===== config.mk =====
export PLATFORM = sky130hd
export DESIGN_NAME = amap_matcher
export DESIGN_NICKNAME = d
export VERILOG_FILES = /design/src/rtl/amap_pkg.sv /design/src/rtl/amap_ctrl.sv /design/src/rtl/amap_dpath.sv /design/src/rtl/amap_matcher.sv
export SDC_FILE = /design/constraint.sdc
export NUM_CORES = 1
export LEC_CHECK = 0
export BUFFER_PORTS_ARGS = -buffer_cell sky130_fd_sc_hd__buf_2
export CELL_PAD_IN_SITES_DETAIL_PLACEMENT = 0
export CELL_PAD_IN_SITES_GLOBAL_PLACEMENT = 1
export CORE_ASPECT_RATIO = 1.4
export CORE_MARGIN = 2
export CORE_UTILIZATION = 36
export DETAILED_ROUTE_END_ITERATION = 16
export PLACE_DENSITY_LB_ADDON = 0.1
export SLEW_MARGIN = 15
export SYNTH_ARGS = -nofsm -noshare
export SYNTH_HDL_FRONTEND = slang
export SYNTH_SLANG_ARGS = --single-unit

===== constraint.sdc =====
create_clock -name clk -period 2.5 [get_ports clk]
set_input_delay 0.125 -clock clk [delete_from_list [all_inputs] [get_ports clk]]
set_output_delay 0.125 -clock clk [all_outputs]
set_load 0.05 [all_outputs]

===== src/rtl/amap_pkg.sv =====
package amap_pkg;

  localparam int MAP_ENTRIES = 16;
  localparam int MAP_IDX_W   = $clog2(MAP_ENTRIES);

  typedef enum logic [1:0] {
    MAP_CBRD = 2'd0,
    MAP_CRBD = 2'd1,
    MAP_CBDR = 2'd2
  } map_scheme_e;

  typedef struct packed {
    map_scheme_e scheme;
    logic [4:0]  rows;
    logic [3:0]  cols;
  } map_entry_t;

  typedef struct packed {
    logic load;
    logic evaluate;
    logic capture;
  } ctrl_strobe_t;

  function automatic map_entry_t amapEntry(input logic [MAP_IDX_W-1:0] i);
    map_entry_t e;
    case (i)
      4'd0:    e = '{MAP_CBRD, 5'd13, 4'd10};
      4'd1:    e = '{MAP_CBRD, 5'd14, 4'd10};
      4'd2:    e = '{MAP_CBRD, 5'd15, 4'd10};
      4'd3:    e = '{MAP_CBRD, 5'd16, 4'd10};
      4'd4:    e = '{MAP_CBRD, 5'd14, 4'd11};
      4'd5:    e = '{MAP_CBRD, 5'd15, 4'd11};
      4'd6:    e = '{MAP_CBRD, 5'd16, 4'd11};
      4'd7:    e = '{MAP_CBRD, 5'd13, 4'd9};
      4'd8:    e = '{MAP_CBRD, 5'd14, 4'd9};
      4'd9:    e = '{MAP_CBRD, 5'd15, 4'd9};
      4'd10:   e = '{MAP_CBRD, 5'd16, 4'd9};
      4'd11:   e = '{MAP_CRBD, 5'd15, 4'd10};
      4'd12:   e = '{MAP_CRBD, 5'd14, 4'd11};
      4'd13:   e = '{MAP_CRBD, 5'd13, 4'd10};
      4'd14:   e = '{MAP_CBDR, 5'd16, 4'd10};
      default: e = '{MAP_CBDR, 5'd16, 4'd9};
    endcase
    return e;
  endfunction

endpackage


===== src/rtl/amap_ctrl.sv =====
module amap_ctrl
  import amap_pkg::*;
(
  input  logic                 clk,
  input  logic                 rst_n,
  input  logic                 start,
  input  logic                 hit,
  output ctrl_strobe_t         strobe,
  output logic [MAP_IDX_W-1:0] idx,
  output logic                 done
);

  localparam logic [MAP_IDX_W-1:0] LAST_IDX = MAP_IDX_W'(MAP_ENTRIES - 1);

  typedef enum logic [1:0] {ST_IDLE, ST_SCAN, ST_HOLD} state_e;

  state_e state;
  logic   accept;

  assign accept = start && (state != ST_SCAN);

  always_ff @(posedge clk or negedge rst_n) begin
    if (!rst_n) begin
      state <= ST_IDLE;
      idx   <= '0;
    end else if (accept) begin
      state <= ST_SCAN;
      idx   <= '0;
    end else if (state == ST_SCAN) begin
      if (hit || idx == LAST_IDX) begin
        state <= ST_HOLD;
      end else begin
        idx <= idx + 1'b1;
      end
    end
  end

  always_comb begin
    strobe.load     = accept;
    strobe.evaluate = (state == ST_SCAN);
    strobe.capture  = (state == ST_SCAN) && hit;
  end

  assign done = (state == ST_HOLD);

endmodule


===== src/rtl/amap_dpath.sv =====
module amap_dpath
  import amap_pkg::*;
#(
  parameter int COL_W = 4,
  parameter int ROW_W = 5
) (
  input  logic                 clk,
  input  logic                 rst_n,
  input  ctrl_strobe_t         strobe,
  input  logic [COL_W-1:0]     colBits,
  input  logic [ROW_W-1:0]     rowBits,
  input  logic                 busIs16,
  input  logic [1:0]           scheme,
  input  logic [MAP_IDX_W-1:0] idx,
  output logic                 hit,
  output logic                 found,
  output logic [MAP_IDX_W-1:0] matchIdx
);

  logic [COL_W-1:0] effColsQ;
  logic [ROW_W-1:0] rowsQ;
  logic [1:0]       schemeQ;

  map_entry_t entry;
  logic       colEq, colLe, rowEq, rowLe, sameScheme, ruleOk;

  always_ff @(posedge clk or negedge rst_n) begin
    if (!rst_n) begin
      effColsQ <= '0;
      rowsQ    <= '0;
      schemeQ  <= '0;
    end else if (strobe.load) begin
      effColsQ <= busIs16 ? (colBits - COL_W'(1)) : colBits;
      rowsQ    <= rowBits;
      schemeQ  <= scheme;
    end
  end

  always_comb begin
    entry      = amapEntry(idx);
    colEq      = (COL_W'(entry.cols) == effColsQ);
    colLe      = (COL_W'(entry.cols) <= effColsQ);
    rowEq      = (ROW_W'(entry.rows) == rowsQ);
    rowLe      = (ROW_W'(entry.rows) <= rowsQ);
    sameScheme = (entry.scheme == schemeQ);
    case (entry.scheme)
      MAP_CBRD: ruleOk = colEq && rowEq;
      MAP_CRBD: ruleOk = colEq && rowLe;
      MAP_CBDR: ruleOk = colEq || (colLe && rowEq);
      default:  ruleOk = 1'b0;
    endcase
    hit = strobe.evaluate && sameScheme && ruleOk;
  end

  always_ff @(posedge clk or negedge rst_n) begin
    if (!rst_n) begin
      found    <= 1'b0;
      matchIdx <= '0;
    end else if (strobe.load) begin
      found    <= 1'b0;
      matchIdx <= '0;
    end else if (strobe.capture) begin
      found    <= 1'b1;
      matchIdx <= idx;
    end
  end

endmodule


===== src/rtl/amap_matcher.sv =====
module amap_matcher
  import amap_pkg::*;
#(
  parameter int COL_W = 4,
  parameter int ROW_W = 5
) (
  input  logic                 clk,
  input  logic                 rst_n,
  input  logic                 start,
  input  logic [COL_W-1:0]     colBits,
  input  logic [ROW_W-1:0]     rowBits,
  input  logic                 busIs16,
  input  logic [1:0]           scheme,
  output logic                 done,
  output logic                 found,
  output logic [MAP_IDX_W-1:0] matchIdx
);

  ctrl_strobe_t         strobe;
  logic                 hit;
  logic [MAP_IDX_W-1:0] idx;

  amap_ctrl u_ctrl (
    .clk    (clk),
    .rst_n  (rst_n),
    .start  (start),
    .hit    (hit),
    .strobe (strobe),
    .idx    (idx),
    .done   (done)
  );

  amap_dpath #(.COL_W(COL_W), .ROW_W(ROW_W)) u_dpath (
    .clk      (clk),
    .rst_n    (rst_n),
    .strobe   (strobe),
    .colBits  (colBits),
    .rowBits  (rowBits),
    .busIs16  (busIs16),
    .scheme   (scheme),
    .idx      (idx),
    .hit      (hit),
    .found    (found),
    .matchIdx (matchIdx)
  );

endmodule


==> results.yml, run 1 <==
global_routing:
  grt_overflow_total: 0
  antenna_found_initial: 0
  grt_start_max_net_pins: 23
  track_usage: 0.193
  grt_pass1_wl_mm: 6.91
  grt_pass1_vias: 1482
yosys:
  syn_avg_cell_area_um2: 8.62
  synth_warnings: 0
  synth_top_cell_area_share: 0.363
  yosysSeqAreaShare: 0.363
  ys_ff_latch: 22
  yosysMostFrequentCell: "nand2_1"
  yosys-top-cells-area: "dfrtp_1 (36%), ha_1 (11%), nand2_1 (7.7%)"
  synth_edf_count: 0
  ys_types: 43
  synth_area_um2: 1520
  netlist.top_cell.by_area: "dfrtp_1"
  synth_nets: 204
  syn-instance-count: 176
  synth_async_sr_flop_share: 1.00
  yosys-top-cells-count: "nand2_1 (31), dfrtp_1 (22), ha_1 (13)"
  synthFlopType: "dfrtp_1"
route:
  routed_via_density: 5.36
  first_pass_iters: 4
  drt-total-wl_mm: 4.09
  drt-initial-drc-count: 46
  wl_per_cell_um: 15.6
  drc_errors: 0
  ant_nets: 0
  vias: 1405
critical_path:
  endpoint_kind: "register"
  worstSetupPathType: "reg -> reg"
  critPathArrivalTime_ns: 2.72
  path_max_fanout: 7
  cp-start-kind: "register"
  crit_required_ns: 2.65
cells_and_area:
  drive_gt1_frac: 0.429
  area.growth.synth_to_final_pct: 38.5
  instances_no_fill: 262
  finish.utilization: 0.527
  n_antenna_cell: 0
  fillCellCount: 410
  num-nets-final: 248
cts:
  cts_tree: "built"
  cts-root-buf: "clkbuf_8"
  htreeDepth: 1
  numClockSinks: 22
  path_clk_slew_ns: 0.09
  cts_max_path_buffers: 2
  insertion_delay_ns: 0.27
  numCtsBuffers: 3
timing:
  finalSetupViolCount: 8
  final.period_utilization: 1.03
  fmax_ghz: 0.389
  post-route-min-period_ns: 2.57
  fin_ws_ns: -0.0697
  rsz0062_at_grt: "yes"
  hold_violations: 0
  slew_viol_final: 0
  maxSlewHeadroom: 0.379
  setup-tns-final_ns: -0.207
  max_slew.worst_pin.slew_ns: 0.930
  skew_ns: 0.00594
floorplanning:
  die_x_um: 58.9
  start_util: 0.380
  coreArea_um2: 3990
  dieHeight_um: 80.8
  dieArea_um2: 4750
  rows: 27
  ios: 21
placement:
  dp.cells: 255
  gp_congestion: 0.802
  port_buffers: 20
  post-dp-hpwl_mm: 3.03
outcome:
  status: "finished with violations"
  failed_checks: "negative setup slack"
min_path:
  hold_class: "in -> reg"
power:
  p_leak_nw: 0.955
  power_mw: 3.16
  peakVddDrop_mv: 0.819
  powerDensity_nw_per_um2: 1500
job:
  maxCapViolCount: 0
[what timing repair did]
item | in CTS | in global routing
hold buffers | 1 | 0
endpoints found under the hold margin | 22 | 0
endpoints found under the setup margin | 11 | 11
pin swaps | 18 | 4
gates resized for setup | 31 | 12
buffers inserted | 1 | 1
[kinds of logic (layout without fill, tap and decap cells)]
logic type / Yosys count / count (layout) / share of synthesized area
AO/OA/AOI/OAI: 43 / 43 / 0.195
buffers and inverters: 21 / 64 / 0.0685
multiplexers: 3 / 3 / 0.0206
adder cells (fa/ha/maj): 13 / 13 / 0.107
XOR/XNOR: 4 / 4 / 0.0231
AND/OR/NAND/NOR: 70 / 70 / 0.223
flip-flops: 22 / 22 / 0.363
[flip-flops by register name, summed over array words and instances, names as in the netlist]
name and flops:
u_ctrl.state 2, u_dpath.rowsQ 5, u_ctrl.idx 4, u_dpath.found 1, u_dpath.matchIdx 4, u_dpath.effColsQ 4, u_dpath.schemeQ 2
[layer usage]
metal	track usage	up-vias	share of wire
li1	-	705	-
met1	0.215	667	0.40
met2	0.354	25	0.55
met3	0.0207	8	0.022
met4	0.0932	0	0.031
met5	0	-	0
[layout make-up]
| class | count | area, um2 | share of cell area |
|---|---|---|---|
| Multi-Input combinational cell | 133 | 1070 | 0.510 |
| Timing Repair Buffer | 48 | 328 | 0.156 |
| Clock buffer | 4 | 45.0 | 0.0214 |
| Sequential cell | 22 | 556 | 0.264 |
| Inverter | 12 | 47.5 | 0.0226 |
| Tap cell | 43 | 53.8 | 0.0256 |
[cells in the final DEF, fill, tap and decap left out, types with 5 or more instances in the layout]
cell type | synthesis | final
buf_4 | 0 | 23
dfrtp_1 | 22 | 18
ha_1 | 13 | 7
inv_1 | 12 | 11
nand2_1 | 31 | 28
a21oi_1 | 9 | 8
o21ai_0 | 11 | 9
nor2_1 | 10 | 10
buf_2 | 2 | 20
nand3_1 | 10 | 5
[worst max-delay path: stages, from the launching register on]
cell      delay, ns
dfrtp_2        0.47
buf_6          0.13
and3_4         0.14
a221o_1        0.30
ha_4           0.16
nand3b_1       0.15
a221o_1        0.27
o21a_2         0.25
a22o_4         0.28
buf_6          0.12
nand3_4        0.07
o211ai_1       0.11
[worst paths after layout]
path                               endpoint           from  cells after the start  slack [ns]
setup / recovery              u_ctrl.idx[1]  u_ctrl.idx[1]                     11       -0.07
hold / removal             u_dpath.rowsQ[0]     rowBits[0]                      3        0.04
setup reg to reg              u_ctrl.idx[1]  u_ctrl.idx[1]                     11       -0.07
hold reg to reg               u_dpath.found  u_dpath.found                      2        0.49
max in group asynchronous     u_ctrl.idx[0]          rst_n                      2        1.77
min in group asynchronous  u_dpath.rowsQ[4]          rst_n                      2        0.36
[report_power, final]
group / switching [mW] / internal [mW] / total [mW] / leakage, nW
Combinational: 1.24 / 0.984 / 2.23 / 0.662
Sequential: 0.154 / 0.539 / 0.692 / 0.269
Clock: 0.125 / 0.114 / 0.239 / 0.0228
Total: 1.52 / 1.64 / 3.16 / 0.955
[per-stage QoR]
| step | cell area [um2] | hold slack [ns] | setup slack (ns) |
|---|---|---|---|
| after CTS | 2050 | 0.0355 | -0.0593 |
| after global placement | 1830 | 0.120 | -0.167 |
| after floorplan | 1560 | -0.171 | -0.0740 |
| final | 2100 | 0.0398 | -0.0697 |
| after detailed placement | 1830 | 0.133 | -0.253 |
| after global routing | 2100 | 0.0472 | -0.168 |
Power figures use the tool's default switching activity.
==> run 2, diff against run 1 <==
--- a/config.mk
+++ b/config.mk
@@ -5,14 +5,14 @@
 export SDC_FILE = /design/constraint.sdc
 export NUM_CORES = 1
 export LEC_CHECK = 0
-export BUFFER_PORTS_ARGS = -buffer_cell sky130_fd_sc_hd__buf_2
 export CELL_PAD_IN_SITES_DETAIL_PLACEMENT = 0
 export CELL_PAD_IN_SITES_GLOBAL_PLACEMENT = 1
 export CORE_ASPECT_RATIO = 1.4
 export CORE_MARGIN = 2
 export CORE_UTILIZATION = 36
 export DETAILED_ROUTE_END_ITERATION = 16
-export PLACE_DENSITY_LB_ADDON = 0.1
+export DONT_BUFFER_PORTS = 1
+export PLACE_DENSITY = 0.64
 export SLEW_MARGIN = 15
 export SYNTH_ARGS = -nofsm -noshare
 export SYNTH_HDL_FRONTEND = slang
==> run 2 against run 1 <==
  * The run still ends with negative setup slack left
  * Critical path depth decreased by 1
  * Global-route usage decreased by 0.31 points
  * Sequential power rose by 18%
  * Cell count down 4.6%
==> results.yml, run 2 (same netlist as run 1, synthesis figures left out) <==
critical_path:
  critPathArrivalTime_ns: 2.75
  path_cells: "ha_4 > a221o_1 > ha_4 > nand3b_1 > a221o_1 > o21a_1 > a22o_4 > buf_4 > nand3_1 > o21ai_1"
  path_max_fanout: 8
  worst_path_max_delay_cell: "dfrtp_2"
  endpoint_kind: "register"
  startpoint: "u_ctrl.idx[1]"
  r2r-start: "u_ctrl.idx[1]"
  crit_buf_inv: 1
  critical_path.max_stage_delay_ns: 0.50
  worstSetupPathType: "reg -> reg"
  cp-start-kind: "register"
  crit_required_ns: 2.65
  critPathTopFamily: "compound AO/OA/AOI/OAI gates"
timing:
  post-route-min-period_ns: 2.60
  maxSlewHeadroom: 0.288
  rsz0062_at_grt: "yes"
  fmax_ghz: 0.385
  final.period_utilization: 1.04
  slew_viol_final: 0
  max_slew.worst_pin.slew_ns: 1.06
  finalSetupViolCount: 10
  skew_ns: 0.0195
  hold_violations: 0
  fin_ws_ns: -0.100
cells_and_area:
  n_antenna_cell: 0
  largest_register_ffs: 5
  register_area_um2: 554
  regMostFlops: "u_dpath.rowsQ"
  multiInputGateArea_um2: 1050
  num-nets-final: 236
  fillCellCount: 383
  finish.utilization: 0.525
  final_common_cell: "nand2_1"
  drive_gt1_frac: 0.295
  area.growth.synth_to_final_pct: 38.1
  mostFrequentLayoutCells: "nand2_1 (31), buf_4 (23), dfrtp_1 (19), inv_1 (11)"
floorplanning:
  die_x_um: 58.9
  coreArea_um2: 3990
  dieHeight_um: 80.8
  dieArea_um2: 4750
  start_util: 0.380
  ios: 21
  rows: 27
cts:
  numCtsBuffers: 3
  cts_tree: "built"
  cts_max_path_buffers: 2
  insertion_delay_ns: 0.28
  cts-root-buf: "clkbuf_8"
  path_clk_slew_ns: 0.08
  htreeDepth: 1
  numClockSinks: 22
global_routing:
  track_usage: 0.190
  grt_pass1_wl_mm: 6.84
  grt_pass1_vias: 1465
  grt_overflow_total: 0
  grt_start_max_net_pins: 23
  antenna_found_initial: 0
route:
  first_pass_iters: 4
  vias: 1361
  routed.top_layer: "met4"
  drc_errors: 0
  met1_length_mm: 1.62
  drt-total-wl_mm: 3.98
  routed_via_density: 5.44
  ant_nets: 0
  wl_per_cell_um: 15.9
  dr_wl_met3_um: 132
  drt-initial-drc-count: 46
  met2_length_mm: 2.13
power:
  peakVddDrop_mv: 0.763
  powerDensity_nw_per_um2: 1530
  p_leak_nw: 0.911
  power_mw: 3.20
placement:
  post-dp-hpwl_mm: 2.90
  port_buffers: 0
  gp_congestion: 0.838
min_path:
  hold_class: "in -> reg"
  hp-start: "start"
job:
  maxCapViolCount: 0
outcome:
  failed_checks: "negative setup slack"
  status: "finished with violations"
[run 2: cell count changes in the layout (fill, tap and decap cells not counted), sizes merged]
cell	before	now
buf	47	27
clkbuf	4	3
dlygate4sd3	1	9
bufinv	0	1
[run 2: worst paths after layout]
path	to	slack, ns	cells past startpoint
worst max-delay path	u_dpath.matchIdx[3]	-0.10	10
min in group asynchronous	u_dpath.rowsQ[1]	0.48	1
max in group asynchronous	u_ctrl.idx[0]	1.28	1
worst min register to register	u_dpath.rowsQ[0]	0.50	2
worst max register to register	u_dpath.matchIdx[3]	-0.10	10
worst min-delay path	u_ctrl.state[0]	0.006	2
[run 2: final cells by class]
cell class | instances | share of cell area
well taps | 43 | 0.0257
clock buffers | 3 | 0.0197
inverters | 12 | 0.0227
clock inverters | 1 | 0.0143
flip-flops and latches | 22 | 0.265
multi-input cells | 133 | 0.500
repair buffers | 36 | 0.153
[run 2: what timing repair did]
action / CTS / global route
buffers inserted: 1 / 3
resized for setup: 14 / 16
hold endpoints to repair: 30 / 0
hold buffers: 9 / 0
cloned: 0 / 0
endpoints found under the setup margin: 11 / 11
pin swaps: 9 / 9
[run 2: power by group]
part / switching (mW) / internal [mW] / leakage [nW]
Clock: 0.132 / 0.214 / 0.0357
Combinational: 1.08 / 0.952 / 0.605
Sequential: 0.285 / 0.534 / 0.271
Total: 1.50 / 1.70 / 0.911
[run 2: worst reg2reg max path, cell delays in order (launching register included)]
cell and delay [ns]:
dfrtp_2 0.50, ha_4 0.20, a221o_1 0.36, ha_4 0.17, nand3b_1 0.16, a221o_1 0.28
o21a_1 0.22, a22o_4 0.29, buf_4 0.16, nand3_1 0.08, o21ai_1 0.08
[run 2: metal layers]
metal  global-route usage  vias up
met5                    0        -
met4               0.0727        0
met3               0.0271        7
met2                0.351       22
met1                0.213      653
li1                     -      679
[run 2: stage by stage]
| step | TNS, ns | cells | setup slack (ns) | hold slack [ns] | area (um2) |
|---|---|---|---|---|---|
| after floorplan | -0.0939 | 176 | -0.0740 | -0.171 | 1560 |
| after global placement | -1.53 | 233 | -0.180 | -0.170 | 1710 |
| after detailed placement | -1.99 | 233 | -0.237 | -0.170 | 1710 |
| after CTS | -0.631 | 247 | -0.0920 | 0.00736 | 1990 |
| after global routing | -1.92 | 250 | -0.220 | 0.0231 | 2090 |
| final | -0.694 | 250 | -0.100 | 0.00646 | 2090 |
